**src/rtl/cp_hs_pkg.sv**
```systemverilog
package cp_hs_pkg;

   typedef enum logic [0:0] {
      HS_IDLE = 1'b0,
      HS_WAIT = 1'b1
   } hs_state_e;

   // merged coprocessor answer for one sampling edge
   typedef struct packed {
      logic absent;
      logic busy;
   } cp_resp_t;

endpackage

```
**src/rtl/cp_resp_merge.sv**
```systemverilog
module cp_resp_merge
   import cp_hs_pkg::*;
#(
   parameter int N_CP            = 4,
   parameter bit CLAIM_ONLY_BUSY = 1'b1
) (
   input  logic [N_CP-1:0] absent_i,
   input  logic [N_CP-1:0] busy_i,
   output cp_resp_t        resp_o
);

   generate
      if (N_CP < 1) begin : g_bad_count
         $error("cp_resp_merge: N_CP must be at least 1");
      end

      if (N_CP == 1) begin : g_single
         assign resp_o.absent = absent_i[0];
         assign resp_o.busy   = CLAIM_ONLY_BUSY ? (busy_i[0] & ~absent_i[0]) : busy_i[0];
      end else begin : g_multi
         logic [N_CP-1:0] claim_busy;
         for (genvar i = 0; i < N_CP; i++) begin : g_lane
            if (CLAIM_ONLY_BUSY) begin : g_claim
               assign claim_busy[i] = busy_i[i] & ~absent_i[i];
            end else begin : g_any
               assign claim_busy[i] = busy_i[i];
            end
         end
         assign resp_o.absent = &absent_i;
         assign resp_o.busy   = |claim_busy;
      end
   endgenerate

endmodule

```
**src/rtl/cp_stall_watchdog.sv**
```systemverilog
module cp_stall_watchdog #(
   parameter int STALL_LIMIT = 16,
   localparam int CNT_W      = $clog2(STALL_LIMIT + 1)
) (
   input  logic clk,
   input  logic rst_n,
   input  logic clear_i,
   input  logic tick_i,
   output logic expire_o
);

   generate
      if (STALL_LIMIT < 1) begin : g_bad_limit
         $error("cp_stall_watchdog: STALL_LIMIT must be at least 1");
      end
   endgenerate

   localparam logic [CNT_W-1:0] LIMIT_V = CNT_W'(STALL_LIMIT);

   logic [CNT_W-1:0] busy_cnt;

   // a busy sample beyond the allowed count expires the handshake
   assign expire_o = tick_i && (busy_cnt == LIMIT_V);

   always_ff @(posedge clk or negedge rst_n) begin
      if (!rst_n) begin
         busy_cnt <= '0;
      end else if (clear_i) begin
         busy_cnt <= '0;
      end else if (tick_i && (busy_cnt != LIMIT_V)) begin
         busy_cnt <= busy_cnt + 1'b1;
      end
   end

endmodule

```
**src/rtl/cp_hs_fsm.sv**
```systemverilog
module cp_hs_fsm
   import cp_hs_pkg::*;
(
   input  logic     clk,
   input  logic     rst_n,
   input  logic     req_i,
   input  logic     flush_i,
   input  cp_resp_t resp_i,
   input  logic     expire_i,
   output logic     waiting_o,
   output logic     busy_tick_o,
   output logic     trap_o,
   output logic     commit_o,
   output logic     wd_err_o
);

   hs_state_e state_q, state_d;
   logic      done_q, done_d;
   logic      trap_d, commit_d, err_d;

   always_comb begin
      state_d  = state_q;
      done_d   = 1'b0;
      trap_d   = 1'b0;
      commit_d = 1'b0;
      err_d    = 1'b0;
      unique case (state_q)
         HS_IDLE: begin
            // the instruction just resolved is still in execute while done_q is high
            if (req_i && !flush_i && !done_q) state_d = HS_WAIT;
         end
         HS_WAIT: begin
            if (flush_i) begin
               state_d = HS_IDLE;
               done_d  = 1'b1;
            end else if (resp_i.absent) begin
               state_d = HS_IDLE;
               done_d  = 1'b1;
               trap_d  = 1'b1;
            end else if (resp_i.busy) begin
               if (expire_i) begin
                  state_d = HS_IDLE;
                  done_d  = 1'b1;
                  err_d   = 1'b1;
               end
            end else begin
               state_d  = HS_IDLE;
               done_d   = 1'b1;
               commit_d = 1'b1;
            end
         end
         default: state_d = HS_IDLE;
      endcase
   end

   always_ff @(posedge clk or negedge rst_n) begin
      if (!rst_n) begin
         state_q  <= HS_IDLE;
         done_q   <= 1'b0;
         trap_o   <= 1'b0;
         commit_o <= 1'b0;
         wd_err_o <= 1'b0;
      end else begin
         state_q  <= state_d;
         done_q   <= done_d;
         trap_o   <= trap_d;
         commit_o <= commit_d;
         wd_err_o <= err_d;
      end
   end

   assign waiting_o   = (state_q == HS_WAIT);
   assign busy_tick_o = waiting_o && !flush_i && !resp_i.absent && resp_i.busy;

endmodule

```
**src/rtl/cp_handshake_seq.sv**
```systemverilog
module cp_handshake_seq
   import cp_hs_pkg::*;
#(
   parameter int N_CP            = 4,
   parameter int STALL_LIMIT     = 16,
   parameter bit CLAIM_ONLY_BUSY = 1'b1
) (
   input  logic            clk,
   input  logic            rst_n,
   input  logic            cp_insn_i,
   input  logic            cond_pass_i,
   input  logic            flush_i,
   input  logic [N_CP-1:0] cp_absent_i,
   input  logic [N_CP-1:0] cp_busy_i,
   output logic            cp_strobe_n_o,
   output logic            stall_o,
   output logic            trap_o,
   output logic            commit_o,
   output logic            wd_err_o
);

   cp_resp_t resp;
   logic     waiting;
   logic     busy_tick;
   logic     expire;

   cp_resp_merge #(
      .N_CP           (N_CP),
      .CLAIM_ONLY_BUSY(CLAIM_ONLY_BUSY)
   ) u_merge (
      .absent_i(cp_absent_i),
      .busy_i  (cp_busy_i),
      .resp_o  (resp)
   );

   cp_stall_watchdog #(
      .STALL_LIMIT(STALL_LIMIT)
   ) u_wdog (
      .clk     (clk),
      .rst_n   (rst_n),
      .clear_i (!waiting),
      .tick_i  (busy_tick),
      .expire_o(expire)
   );

   cp_hs_fsm u_fsm (
      .clk        (clk),
      .rst_n      (rst_n),
      .req_i      (cp_insn_i && cond_pass_i),
      .flush_i    (flush_i),
      .resp_i     (resp),
      .expire_i   (expire),
      .waiting_o  (waiting),
      .busy_tick_o(busy_tick),
      .trap_o     (trap_o),
      .commit_o   (commit_o),
      .wd_err_o   (wd_err_o)
   );

   assign cp_strobe_n_o = !waiting;
   assign stall_o       = waiting;

endmodule

```
**config.mk**
```make
export PLATFORM = sky130hd
export DESIGN_NAME = cp_handshake_seq
export DESIGN_NICKNAME = d
export VERILOG_FILES = /design/src/rtl/cp_hs_pkg.sv /design/src/rtl/cp_resp_merge.sv /design/src/rtl/cp_stall_watchdog.sv /design/src/rtl/cp_hs_fsm.sv /design/src/rtl/cp_handshake_seq.sv
export SDC_FILE = /design/constraint.sdc
export NUM_CORES = 1
export LEC_CHECK = 0
export BUFFER_PORTS_ARGS = -buffer_cell sky130_fd_sc_hd__buf_2
export CORE_AREA = 10 10 47 49
export DETAILED_ROUTE_END_ITERATION = 16
export DIE_AREA = 0 0 57 59
export GPL_ROUTABILITY_DRIVEN = 0
export PLACE_DENSITY = 0.64
export SETUP_SLACK_MARGIN = 0.5
export SKIP_CTS_REPAIR_TIMING = 1
export SKIP_LAST_GASP = 1
export SYNTH_ARGS = -nofsm -noshare
export SYNTH_HDL_FRONTEND = slang
export SYNTH_SLANG_ARGS = --single-unit
```
**constraint.sdc**
```tcl
create_clock -name clk -period 1.3 [get_ports clk]
set_input_delay 0.39 -clock clk [delete_from_list [all_inputs] [get_ports clk]]
set_output_delay 0.39 -clock clk [all_outputs]
set_load 0.05 [all_outputs]
```
; Word level (Yosys, flattened, before mapping)
; Cells that the tools add are included.
[word_totals]
elab_cells = 57
input_bits = 13
reg_bits = 10
[classes]
n_reduce_logical = 14
bitwise_logic = 9
add_sub_neg = 1
n_eq_ne = 3
n_mux = 24
[ops]
columns = operator, count
row1 = 2-to-1 mux 1 bit, 21
row2 = 2-to-1 mux 5 bit, 2
row3 = logical AND 1 bit, 8
row4 = "adder 5 x 1 -> 5 bit, second input constant", 1
row5 = "== test 5 bit, second input constant", 1
row6 = "inequality test 5 bit, second input constant", 1
row7 = NOT 1 bit, 5
row8 = AND 1 bit, 4
row9 = zero test 1 bit, 4
row10 = AND reduction 4 bit, 1
row11 = OR reduction 4 bit, 1
row12 = "inequality test 2 bit, second input constant", 1
row13 = case mux 1 bit (2 select lines), 1

; Depth between registers and ports, before layout
[depth]
depth_word = 10
depth_mapped = 5
depth_no_buf = 5

; Cells and area by module
; From an unflattened synthesis, not the netlist that was laid out.
[hier_totals]
cells_unflattened = 53
area_unflattened_um2 = 543.0
[by_module_without_submodules]
columns = mod, instances, cells_each, seq_area_each_um2, area_per_inst_um2
row1 = cp_stall_watchdog, 1, 28, 125.1, 296.5
row2 = cp_hs_fsm, 1, 17, 125.1, 196.4
row3 = cp_resp_merge, 1, 6, 0.0, 40.0
row4 = cp_handshake_seq, 1, 2, 0.0, 10.0

; Least setup slack after synthesis
; Ideal clock, no wire load.
[synth_timing]
kind = flip-flop to flip-flop
startpoint = register u_fsm.state_q, in the netlist u_fsm.waiting_o
endpoint = register u_wdog.busy_cnt[1]
stages_incl_launch_ff = 5
slack_ns = -0.287
setup_time_ns = 0.123
required_ns = 1.177
t_arrival_ns = 1.464
path_buffers = 1
cell_sequence = dfrtp_1 clkbuf_1 nand2b_1 or3_1 mux2i_1
[synth_between]
elab_chain_cells = 5
elab_cells_between_ends = 6
[synth_rtl]
columns = element, line_no
row1 = from (decl), cp_hs_fsm.sv:17  ; hs_state_e state_q, state_d;
row2 = from (signal assigned), cp_hs_fsm.sv:64  ; state_q <= state_d;
row3 = logical AND 1 bit (3 in a row), cp_hs_fsm.sv:73  ; assign busy_tick_o = waiting_o && !flush_i && !resp_i.absent && resp_i.busy;
row4 = logical AND 1 bit, cp_stall_watchdog.sv:30  ; end else if (tick_i && (busy_cnt != LIMIT_V)) begin
row5 = inequality test 2 bit (no source line), -
row6 = to (signal assigned), cp_stall_watchdog.sv:31  ; busy_cnt <= busy_cnt + 1'b1;
row7 = to (decl), cp_stall_watchdog.sv:20  ; logic [CNT_W-1:0] busy_cnt;
; Several ways; a longest one is shown, not always the timed one.
; A chain may end at the register's enable or synchronous reset.

; Final worst setup path
[layout_timing]
startpoint = register u_wdog.busy_cnt[0]
endpoint = register u_wdog.busy_cnt[1]
[layout_between]
elab_chain_cells = 3
elab_cells_between_ends = 6
[layout_rtl]
columns = element, line_no
row1 = adder 5 x 1 -> 5 bit or inequality test 5 bit (tied branches), "cp_stall_watchdog.sv:31, cp_stall_watchdog.sv:30"
row2 = 2-to-1 mux 5 bit or logical AND 1 bit (tied branches), cp_stall_watchdog.sv:30
row3 = 2-to-1 mux 5 bit or inequality test 2 bit (tied branches), -
; Several ways; a longest one is shown, not always the timed one. The select of a mux whose other input is x is not followed.

==> impl_results.md <==
* Violated checks: setup timing
* Buffers and inverters on the worst path at 1
* DIE WIDTH at 57 µm
* CP Capture Type: register
* Post-Synth Adder-Cell Area at 4.76%
* Synth Area in XOR/XNOR at 0%
* Max cap viols at 0
* Core ar. at 0.00140 mm²
* Total Power at 0.685 mW
* Area Overhead vs Synth at 61.7%
* Pin count of the biggest net entering global routing at 11
* Min Tclk post-route at 1380 ps
* Final wirelength at 1.36 mm
* Critical path arrival at 1530 ps
* Crit-path slowest cell: or3_4
* Rows at 14
* Slew HR at 78.2%
* Initial antenna violation count at 0
* Dpl ws at -272 ps
* Synth warn at 0
* Fmax at 726 MHz
* First-pass GRT wire length at 1.95 mm
* Final worst slack at -77.1 ps
* Least-Margin Pin Slew at 326 ps
* Later-pin clock latency in the skew report at 260 ps
* Crit path kind: reg -> reg
* Antenna Violating Nets Remaining at 0
* Pwr per Cell Area at 806 mW/mm²
* Die ar. at 0.00336 mm²
* Clock buffer depth at 2
* HPWL Detailed at 1.00 mm
* Top cells by area, synth: dfrtp_1 48%, mux2i_1 5.7%, a2111oi_4 5.2%
* Most area-hungry cell type in the Yosys netlist: dfrtp_1
* Syn_area_per_cell at 10.5 µm²
* Outcome: complete, but fails checks
* Clk sink count at 10
* Final Hold Fails at 0
* Fin Clk Skew at 2.49 ps
* Final setup violation count at 4
* Max Slew Vio Count at 0
* Simple-Gate Fraction of Synth Area at 26.4%
* Critical Path Max Stage Delay at 410 ps
* Post-synthesis mux area share at 5.71%
* CP required at 1450 ps
* Most frequent cell after synthesis: dfrtp_1
* Largest family of logic cells by synthesized area: simple AND/OR/NAND/NOR gates
* Worst path cell trace: inv_2, ha_2, nor4bb_4, or3_4, mux2i_1
* Routed WL per cell at 14.1 µm
* Worst hold-check path type: in -> reg
* Distinct cell type count after synthesis at 24
* CTS tree: yes
* Vias in the first global route at 463
* Register area share after synthesis at 47.6%
* Vias at 489
* Antenna diodes at 0
* DR DRC count at 0
* Static Leakage at 0.387 nW
* GRT Total Usage at 7.45%
* Synth cell count leaders: 10 x dfrtp_1, 5 x inv_1, 5 x nand2_1
* Drt first-iter violations at 4
* Nets at 97
* Peak supply drop at 580 µV
* Period utilisation layout at 106%
* Post-Synthesis Cells at 50
* Yosys reg bits at 10
* Layout cell share with drive strength beyond 1 at 58.8%
* Clock-pin slew on the worst setup and hold paths at 60 ps
* Complex-gate fraction of the synthesized area at 11.2%
* Share of the synthesized area in the top cell type at 47.6%
* Die H at 59 µm
* I/O pin cnt at 18
* Critical path startpoint category: register
* Num CTS Buffers at 3
* Ys async rst share at 100%
* Post-synth EDFFs at 0
* Root Buffer: clkbuf_4
* Vias per cell at 5.09
* CP max FO at 4
* DRT Pass-1 Iters at 4
* Grt total ovfl at 0
* Crit path max-delay family: simple AND/OR/NAND/NOR gates
* Port Buffers at 17
* # H-tree levels at 1
* Synthesized area at 526 µm²
* Unrepaired setup endpoints after global routing: true
* Starting density of the core at 37.5%
* Post-synth top flop: dfrtp_1
* Synth Net Count at 65
==> layout make-up <==
| cell class | instances | area [µm²] |
|---|---|---|
| flip-flops and latches | 10 | 255 |
| well taps | 16 | 20.0 |
| repair buffers | 28 | 209 |
| clock buffers | 3 | 22.5 |
| fillers | 122 | 552 |
| inverters | 5 | 22.5 |
| multi-input cells | 34 | 320 |
==> tightest hold or removal path, cell delays in order <==
cell and delay (ps):
buf_2 90, nand2_1 40, o41ai_1 50
==> through the flow <==
| step | utilization [%] | hold WS, ps | std cells | setup TNS (ps) | cell area (µm²) |
|---|---|---|---|---|---|
| floorplan | - | 94.4 | 50 | -322 | 576 |
| global placement | 51.9 | 261 | 90 | -1190 | 727 |
| detailed placement | 51.9 | 268 | 90 | -1300 | 727 |
| CTS | 53.5 | -11.1 | 93 | -737 | 749 |
| global route | 60.6 | 346 | 96 | -543 | 850 |
| finish | 60.6 | 355 | 96 | -171 | 850 |
==> where the power goes <==
group	leakage (nW)	internal [mW]	switching, mW	total [mW]
Sequential	0.132	0.318	0.00730	0.325
Combinational	0.242	0.0750	0.0765	0.152
Clock	0.0138	0.107	0.101	0.208
==> placed cells by master, fill, tap and decap left out, types with 2 or more instances in the layout <==
master and instances:
mux2i_1 3, nor2_1 2, nor2b_4 3, buf_4 8, clkbuf_4 3, nand2_1 5
buf_6 7, buf_2 12, dfrtp_1 6, inv_1 3, dfrtp_2 4
==> routing by layer <==
metal	vias up	share of wire (%)	global-route usage (%)
met4	0	0.66	3.02
met2	10	55	13.8
met1	239	37	6.20
li1	238	-	-
met3	2	7.4	4.72
met5	-	0	0
==> final timing paths <==
kind / startpoint / end / slack, ps / depth (start not counted)
setup reg to reg: u_wdog.busy_cnt[0]$_DFFE_PN0P_ / u_wdog.busy_cnt[1]$_DFFE_PN0P_ / -80 / 5
max in group asynchronous: rst_n / u_fsm.trap_o$_DFF_PN0_ / 570 / 2
min in group asynchronous: rst_n / u_fsm.commit_o$_DFF_PN0_ / 520 / 2
hold reg to reg: u_fsm.done_q$_DFF_PN0_ / u_fsm.waiting_o$_DFF_PN0_ / 420 / 1
hold / removal: cond_pass_i / u_fsm.waiting_o$_DFF_PN0_ / 350 / 3
setup / recovery: u_wdog.busy_cnt[0]$_DFFE_PN0P_ / u_wdog.busy_cnt[1]$_DFFE_PN0P_ / -80 / 5
==> sequential cells by signal, indices dropped and copies added, names as in the netlist <==
name / flops
u_wdog.busy_cnt: 5
u_fsm.commit_o: 1
u_fsm.done_q: 1
u_fsm.trap_o: 1
u_fsm.waiting_o: 1
u_fsm.wd_err_o: 1
==> logic make-up after synthesis <==
logic type / count (synthesis)
AND/OR/NAND/NOR: 23
flip-flops: 10
AO/OA/AOI/OAI: 6
buffers and inverters: 6
multiplexers: 3
adder cells (fa/ha/maj): 2
(Power assumes the default switching activity.)
